$ cat src/rtl/gtmr_pkg.sv
package gtmr_pkg;
  localparam int unsigned ADDR_W = 5;

  localparam logic [ADDR_W-1:0] A_CNT_LO = 5'h00;
  localparam logic [ADDR_W-1:0] A_CNT_HI = 5'h04;
  localparam logic [ADDR_W-1:0] A_CTRL   = 5'h08;
  localparam logic [ADDR_W-1:0] A_STAT   = 5'h0C;
  localparam logic [ADDR_W-1:0] A_CMP_LO = 5'h10;
  localparam logic [ADDR_W-1:0] A_CMP_HI = 5'h14;
  localparam logic [ADDR_W-1:0] A_STEP   = 5'h18;

  typedef struct packed {
    logic astep;
    logic ien;
    logic cen;
    logic run;
  } ctrl_t;
endpackage

$ cat src/rtl/gtmr_rst_sync.sv
module gtmr_rst_sync (
  input  logic clk,
  input  logic rst_n,
  output logic rst_n_sync
);
  logic [1:0] stage_q;

  always_ff @(posedge clk or negedge rst_n) begin
    if (!rst_n) stage_q <= 2'b00;
    else        stage_q <= {stage_q[0], 1'b1};
  end

  assign rst_n_sync = stage_q[1];
endmodule

$ cat src/rtl/gtmr_counter.sv
module gtmr_counter #(
  parameter int unsigned CNT_W = 64
) (
  input  logic             clk,
  input  logic             rst_n,
  input  logic             en,
  output logic [CNT_W-1:0] cnt
);
  logic [CNT_W-1:0] cnt_q, cnt_d;

  always_comb begin
    cnt_d = cnt_q;
    if (en) cnt_d = cnt_q + {{(CNT_W-1){1'b0}}, 1'b1};
  end

  always_ff @(posedge clk or negedge rst_n) begin
    if (!rst_n) cnt_q <= '0;
    else        cnt_q <= cnt_d;
  end

  assign cnt = cnt_q;
endmodule

$ cat src/rtl/gtmr_compare.sv
module gtmr_compare #(
  parameter int unsigned DW    = 32,
  parameter int unsigned CNT_W = 2*DW
) (
  input  logic             clk,
  input  logic             rst_n,
  input  logic             wr_lo,
  input  logic             wr_hi,
  input  logic [DW-1:0]    wdata,
  input  logic             run,
  input  logic             cen,
  input  logic             astep,
  input  logic [DW-1:0]    step,
  input  logic [CNT_W-1:0] cnt,
  output logic [CNT_W-1:0] cmp,
  output logic             match
);
  localparam int unsigned HI_W = CNT_W - DW;

  logic [CNT_W-1:0] cmp_q, cmp_d;
  logic             hit;

  assign hit = run && cen && (cnt >= cmp_q);

  always_comb begin
    cmp_d = cmp_q;
    if (!cen) begin
      if (wr_lo) cmp_d[DW-1:0]     = wdata;
      if (wr_hi) cmp_d[CNT_W-1:DW] = wdata[HI_W-1:0];
    end else if (hit && astep) begin
      cmp_d = cmp_q + {{HI_W{1'b0}}, step};
    end
  end

  always_ff @(posedge clk or negedge rst_n) begin
    if (!rst_n) cmp_q <= '0;
    else        cmp_q <= cmp_d;
  end

  assign cmp   = cmp_q;
  assign match = hit;
endmodule

$ cat src/rtl/gtmr_regs.sv
module gtmr_regs
  import gtmr_pkg::*;
#(
  parameter int unsigned DW    = 32,
  parameter int unsigned CNT_W = 2*DW
) (
  input  logic              clk,
  input  logic              rst_n,
  input  logic              wr_en,
  input  logic [ADDR_W-1:0] addr,
  input  logic [DW-1:0]     wr_data,
  input  logic              match,
  input  logic [CNT_W-1:0]  cnt,
  input  logic [CNT_W-1:0]  cmp,
  output ctrl_t             ctrl,
  output logic [DW-1:0]     step,
  output logic              status,
  output logic              wr_cmp_lo,
  output logic              wr_cmp_hi,
  output logic [DW-1:0]     rd_data,
  output logic              irq
);
  ctrl_t         ctrl_q, ctrl_d;
  logic [DW-1:0] step_q, step_d;
  logic          stat_q, stat_d;
  logic          irq_q, irq_d;
  logic          clr;

  assign wr_cmp_lo = wr_en && (addr == A_CMP_LO);
  assign wr_cmp_hi = wr_en && (addr == A_CMP_HI);
  assign clr       = wr_en && (addr == A_STAT) && wr_data[0];

  always_comb begin
    ctrl_d = ctrl_q;
    step_d = step_q;
    if (wr_en && addr == A_CTRL) ctrl_d = ctrl_t'(wr_data[3:0]);
    if (wr_en && addr == A_STEP) step_d = wr_data;
    stat_d = match || (stat_q && !clr);
    irq_d  = ctrl_q.ien && match && !stat_q;
  end

  always_ff @(posedge clk or negedge rst_n) begin
    if (!rst_n) begin
      ctrl_q <= '0;
      step_q <= '0;
      stat_q <= 1'b0;
      irq_q  <= 1'b0;
    end else begin
      ctrl_q <= ctrl_d;
      step_q <= step_d;
      stat_q <= stat_d;
      irq_q  <= irq_d;
    end
  end

  always_comb begin
    rd_data = '0;
    unique case (addr)
      A_CNT_LO: rd_data = cnt[DW-1:0];
      A_CNT_HI: rd_data = DW'(cnt[CNT_W-1:DW]);
      A_CTRL:   rd_data = DW'(ctrl_q);
      A_STAT:   rd_data = DW'(stat_q);
      A_CMP_LO: rd_data = cmp[DW-1:0];
      A_CMP_HI: rd_data = DW'(cmp[CNT_W-1:DW]);
      A_STEP:   rd_data = step_q;
      default:  rd_data = '0;
    endcase
  end

  assign ctrl   = ctrl_q;
  assign step   = step_q;
  assign status = stat_q;
  assign irq    = irq_q;
endmodule

$ cat src/rtl/gtmr_top.sv
module gtmr_top
  import gtmr_pkg::*;
#(
  parameter int unsigned DW = 32
) (
  input  logic              clk,
  input  logic              rst_n,
  input  logic              wr_en,
  input  logic [ADDR_W-1:0] addr,
  input  logic [DW-1:0]     wr_data,
  output logic [DW-1:0]     rd_data,
  output logic              irq
);
  localparam int unsigned CNT_W = 2*DW;

  logic             rst_n_s;
  logic [CNT_W-1:0] cnt;
  logic [CNT_W-1:0] cmp;
  logic             match;
  ctrl_t            ctrl;
  logic [DW-1:0]    step;
  logic             status;
  logic             wr_cmp_lo, wr_cmp_hi;

  gtmr_rst_sync u_rst (
    .clk(clk), .rst_n(rst_n), .rst_n_sync(rst_n_s)
  );

  gtmr_counter #(.CNT_W(CNT_W)) u_cnt (
    .clk(clk), .rst_n(rst_n_s), .en(ctrl.run), .cnt(cnt)
  );

  gtmr_compare #(.DW(DW), .CNT_W(CNT_W)) u_cmp (
    .clk(clk), .rst_n(rst_n_s), .wr_lo(wr_cmp_lo), .wr_hi(wr_cmp_hi),
    .wdata(wr_data), .run(ctrl.run), .cen(ctrl.cen), .astep(ctrl.astep),
    .step(step), .cnt(cnt), .cmp(cmp), .match(match)
  );

  gtmr_regs #(.DW(DW), .CNT_W(CNT_W)) u_regs (
    .clk(clk), .rst_n(rst_n_s), .wr_en(wr_en), .addr(addr),
    .wr_data(wr_data), .match(match), .cnt(cnt), .cmp(cmp),
    .ctrl(ctrl), .step(step), .status(status), .wr_cmp_lo(wr_cmp_lo),
    .wr_cmp_hi(wr_cmp_hi), .rd_data(rd_data), .irq(irq)
  );
endmodule

$ cat config.mk
export PLATFORM = sky130hd
export DESIGN_NAME = gtmr_top
export DESIGN_NICKNAME = d
export VERILOG_FILES = /design/src/rtl/gtmr_pkg.sv /design/src/rtl/gtmr_rst_sync.sv /design/src/rtl/gtmr_counter.sv /design/src/rtl/gtmr_compare.sv /design/src/rtl/gtmr_regs.sv /design/src/rtl/gtmr_top.sv
export SDC_FILE = /design/constraint.sdc
export NUM_CORES = 1
export LEC_CHECK = 0
export BUFFER_PORTS_ARGS = -buffer_cell sky130_fd_sc_hd__buf_2
export CAP_MARGIN = 40
export CORE_ASPECT_RATIO = 1.1
export CORE_MARGIN = 2
export CORE_UTILIZATION = 30
export DETAILED_ROUTE_END_ITERATION = 8
export RECOVER_POWER = 25
export SKIP_LAST_GASP = 1
export SYNTH_ARGS = -nofsm -noshare
export SYNTH_HDL_FRONTEND = slang
export SYNTH_HIERARCHICAL = 1
export SYNTH_SLANG_ARGS = --single-unit
$ cat constraint.sdc
create_clock -name clk -period 6.52 [get_ports clk]
set_input_delay 0 -clock clk [delete_from_list [all_inputs] [get_ports clk]]
set_output_delay 0 -clock clk [all_outputs]
set_load 0.01 [all_outputs]
==> results.py <==
metrics = {
    "outcome": {
        "status": "finished, violations left",
        "violations": "max-capacitance violations, max-slew violations",
    },
    "setup_path": {
        "crit_slowest_cell": "nor2_4",
        "slowest_delay_ns": 0.61,
        "critPathRequiredTime_ns": 6.88,
        "worstPathCellList": "inv_1 > ha_1 > and2_1 > a221o_1 > a221oi_1 > o211ai_1 > a21oi_1 > a21oi_4 > nor2_4 > nor4_1 > nor4_1",
        "endpoint_kind": "flip-flop",
        "cpMostUsedCell": "nor4_1",
        "path_class": "flip-flop to flip-flop",
        "crit_buf_inv": 1,
        "crit_fanout": 27,
        "arrival_ns": 4.29,
        "cp_top_family": "compound AO/OA/AOI/OAI gates",
        "startpoint_type": "flip-flop",
    },
    "timing": {
        "period_minus_slack_ns": 3.94,
        "fmax_mhz": 254,
        "worst_slack_ns": 2.58,
        "setup_violations": 0,
        "whs_ns": 0.0302,
        "rsz0062_at_grt": "false",
        "maxSlewViolCount": 76,
        "max_slew.worst_pin.slew_ns": 2.09,
        "finClkSkew_ns": 0.0138,
        "max_slew_margin": -0.394,
        "min_period_over_period": 0.604,
        "hold_viol_final": 0,
        "finalSetupTns_ns": 0,
    },
    "synthesis": {
        "syn-cell-area_um2": 13200,
        "yosysSeqAreaShare": 0.318,
        "synth_edf_count": 0,
        "synth_nets": 1606,
        "synth_cells": 1468,
        "synth_flop_cell": "dfrtp_1",
        "syn_avg_cell_area_um2": 9.00,
        "yosys-top-cells-area": "dfrtp_1 (32%), ha_1 (9.2%), mux2i_1 (5.4%)",
        "synth_top_area_frac": 0.318,
        "synth_top_cell_by_area": "dfrtp_1",
        "synth_seq_cells": 168,
        "synth-warning-count": 6,
        "synth_cell_type_count": 99,
        "async_flop_share": 1.00,
    },
    "clocking": {
        "cts_sinks": 168,
        "htree_levels": 4,
        "cts_tree": "done",
        "clock_latency_ns": 0.45,
        "cts_root_buffer": "clkbuf_16",
        "path_clk_slew_ns": 0.08,
        "cts_made_buffers": 17,
        "cts_buffer_depth": 2,
        "post_cts.repair.setup_buffers": 0,
    },
    "global_route": {
        "overflow": 0,
        "grt_pass1_wl_um": 73700,
        "grt_pass1_vias": 11843,
        "antenna_found_initial": 0,
        "grt_max_degree": 63,
        "grt_usage": 0.212,
    },
    "pwr": {
        "swShare": 0.421,
        "p_seq_frac": 0.347,
        "p_per_area_nw_per_um2": 280,
        "leakagePower_nw": 7.05,
        "switchingPower_mw": 1.77,
        "clockPowerShare": 0.251,
        "ir_drop_mv": 0.174,
        "internal-power_mw": 2.44,
        "pwr-share-comb": 0.402,
    },
    "hold_path": {
        "hp-class": "primary input to flip-flop",
    },
    "drt": {
        "viasPerCell": 5.75,
        "ant_nets": 0,
        "wire_per_inst_um": 22.8,
        "dr.first_iter.drc_count": 1214,
        "via_count": 12295,
        "drt_first_pass_iters": 5,
        "drt_wl_total_um": 48700,
        "drcViolationCount": 0,
    },
    "finish": {
        "fin_util": 0.346,
        "diodes": 0,
        "final_common_cell": "dfrtp_1",
        "drive_gt1_frac": 0.139,
        "area_delta_synth_final_pct": 13.9,
        "final_cell_mix": "dfrtp_1 (167), nand2_1 (124), a21oi_1 (100)",
        "n_fill_cell": 4500,
        "layout.nets": 1689,
    },
    "floorplan": {
        "num_rows": 80,
        "start_util": 0.304,
        "dieArea_um2": 45700,
        "die_w_um": 204,
        "die_height_um": 224,
        "core-area_um2": 43400,
        "pin_count": 73,
    },
    "placed_design": {
        "dp_hpwl_um": 37200,
        "portBuffers": 72,
        "place_worst_setup_slack_ns": 2.72,
        "gp_routability_congestion": 0.970,
    },
    "run": {
        "maxCapViolCount": 2,
    },
}
[final cells by class]
| type | instances | area [um^2] | area share |
|---|---|---|---|
| Tap cell | 574 | 718 | 0.0477 |
| Timing Repair Buffer | 124 | 863 | 0.0574 |
| Clock buffer | 18 | 429 | 0.0285 |
| Inverter | 89 | 334 | 0.0222 |
| Sequential cell | 168 | 4210 | 0.280 |
| Clock inverter | 14 | 149 | 0.00989 |
| Multi-Input combinational cell | 1151 | 8350 | 0.555 |
[logic make-up (layout without fill, tap and decap cells)]
family | count (synthesis) | count (layout) | share of synthesized area
AND/OR/NAND/NOR | 476 | 476 | 0.198
AO/OA/AOI/OAI | 378 | 378 | 0.192
flip-flops | 168 | 168 | 0.318
buffers and inverters | 149 | 245 | 0.0505
multiplexers | 113 | 113 | 0.0919
adder cells (fa/ha/maj) | 98 | 98 | 0.0934
XOR/XNOR | 85 | 85 | 0.0563
other | 1 | 1 | 0.000284
[worst register-to-register path, delay by kind of cell, from the launching register on]
| kind | cells | cell delay, ns |
|---|---|---|
| AO/OA/AOI/OAI | 5 | 1.45 |
| adder cells (fa/ha/maj) | 1 | 0.34 |
| buffers and inverters | 1 | 0.23 |
| flip-flops | 1 | 0.55 |
| AND/OR/NAND/NOR | 4 | 1.28 |
[power groups by stage]
| stage | logic, mW | clock network [mW] | registers [mW] |
|---|---|---|---|
| 6_report | 1.69 | 1.06 | 1.46 |
| 5_1_grt | 1.84 | 1.12 | 1.49 |
| 4_1_cts | 1.66 | 1.08 | 1.46 |
| 3_5_place_dp | 1.63 | 0 | 1.47 |
| 3_3_place_gp | 1.59 | 0 | 1.47 |
| 2_1_floorplan | 1.23 | 0 | 1.38 |
[repair_timing]
action	CTS	global route
endpoints found under the setup margin	0	0
hold buffers	36	0
resized for setup	0	0
hold endpoints to repair	78	0
[path summary, 6_finish.rpt]
kind                            depth (start not counted)          endpoint  slack [ns]              from
worst max-delay path                                   11     u_cmp/cmp[49]        2.58     u_cmp/cmp[34]
worst min-delay path                                    4     u_regs/status        0.03           addr[0]
min in group asynchronous                               3  u_rst/stage_q[1]        0.41             rst_n
worst max register to register                         11     u_cmp/cmp[49]        2.58     u_cmp/cmp[34]
max in group asynchronous                               2     u_cmp/cmp[23]        3.86  u_rst/stage_q[1]
worst min register to register                          0  u_rst/stage_q[1]        0.35  u_rst/stage_q[0]
[Yosys cell counts (13+ instances only)]
master	count
o22ai_1	38
and3_1	17
ha_1	97
mux2_2	40
nand4_1	36
a21o_1	46
nor3_1	49
xnor2_1	39
mux2i_1	71
nor2_1	85
xor2_1	46
nor4_1	13
nand3_1	51
nand2_1	124
clkbuf_1	20
inv_1	89
o21ai_0	58
dfrtp_1	168
a211oi_1	16
a21oi_1	100
buf_2	26
[per-stage QoR]
stage | cells | power (mW) | area [um^2]
floorplan | 1468 | 2.62 | 13200
global placement | 2066 | 3.06 | 14100
detailed placement | 2070 | 3.10 | 14100
CTS | 2138 | 4.19 | 15100
global route | 2138 | 4.45 | 15100
finish | 2138 | 4.21 | 15100
[metal layers]
metal  vias to the layer above  share of wire  global-route usage
li1                       5598              -                   -
met1                      6092           0.44               0.284
met2                       530           0.46               0.340
met3                        75          0.063              0.0288
met4                         0          0.043              0.0919
met5                         -              0                   0
[state kept, by name (all words and copies together) (netlist names)]
register,cells
u_cmp/cmp,64
u_cnt/cnt,64
u_regs/ctrl,4
u_regs/irq,1
u_regs/status,1
u_regs/step,32
u_rst/stage_q,2
No activity file was read; power rests on OpenSTA's default activity.
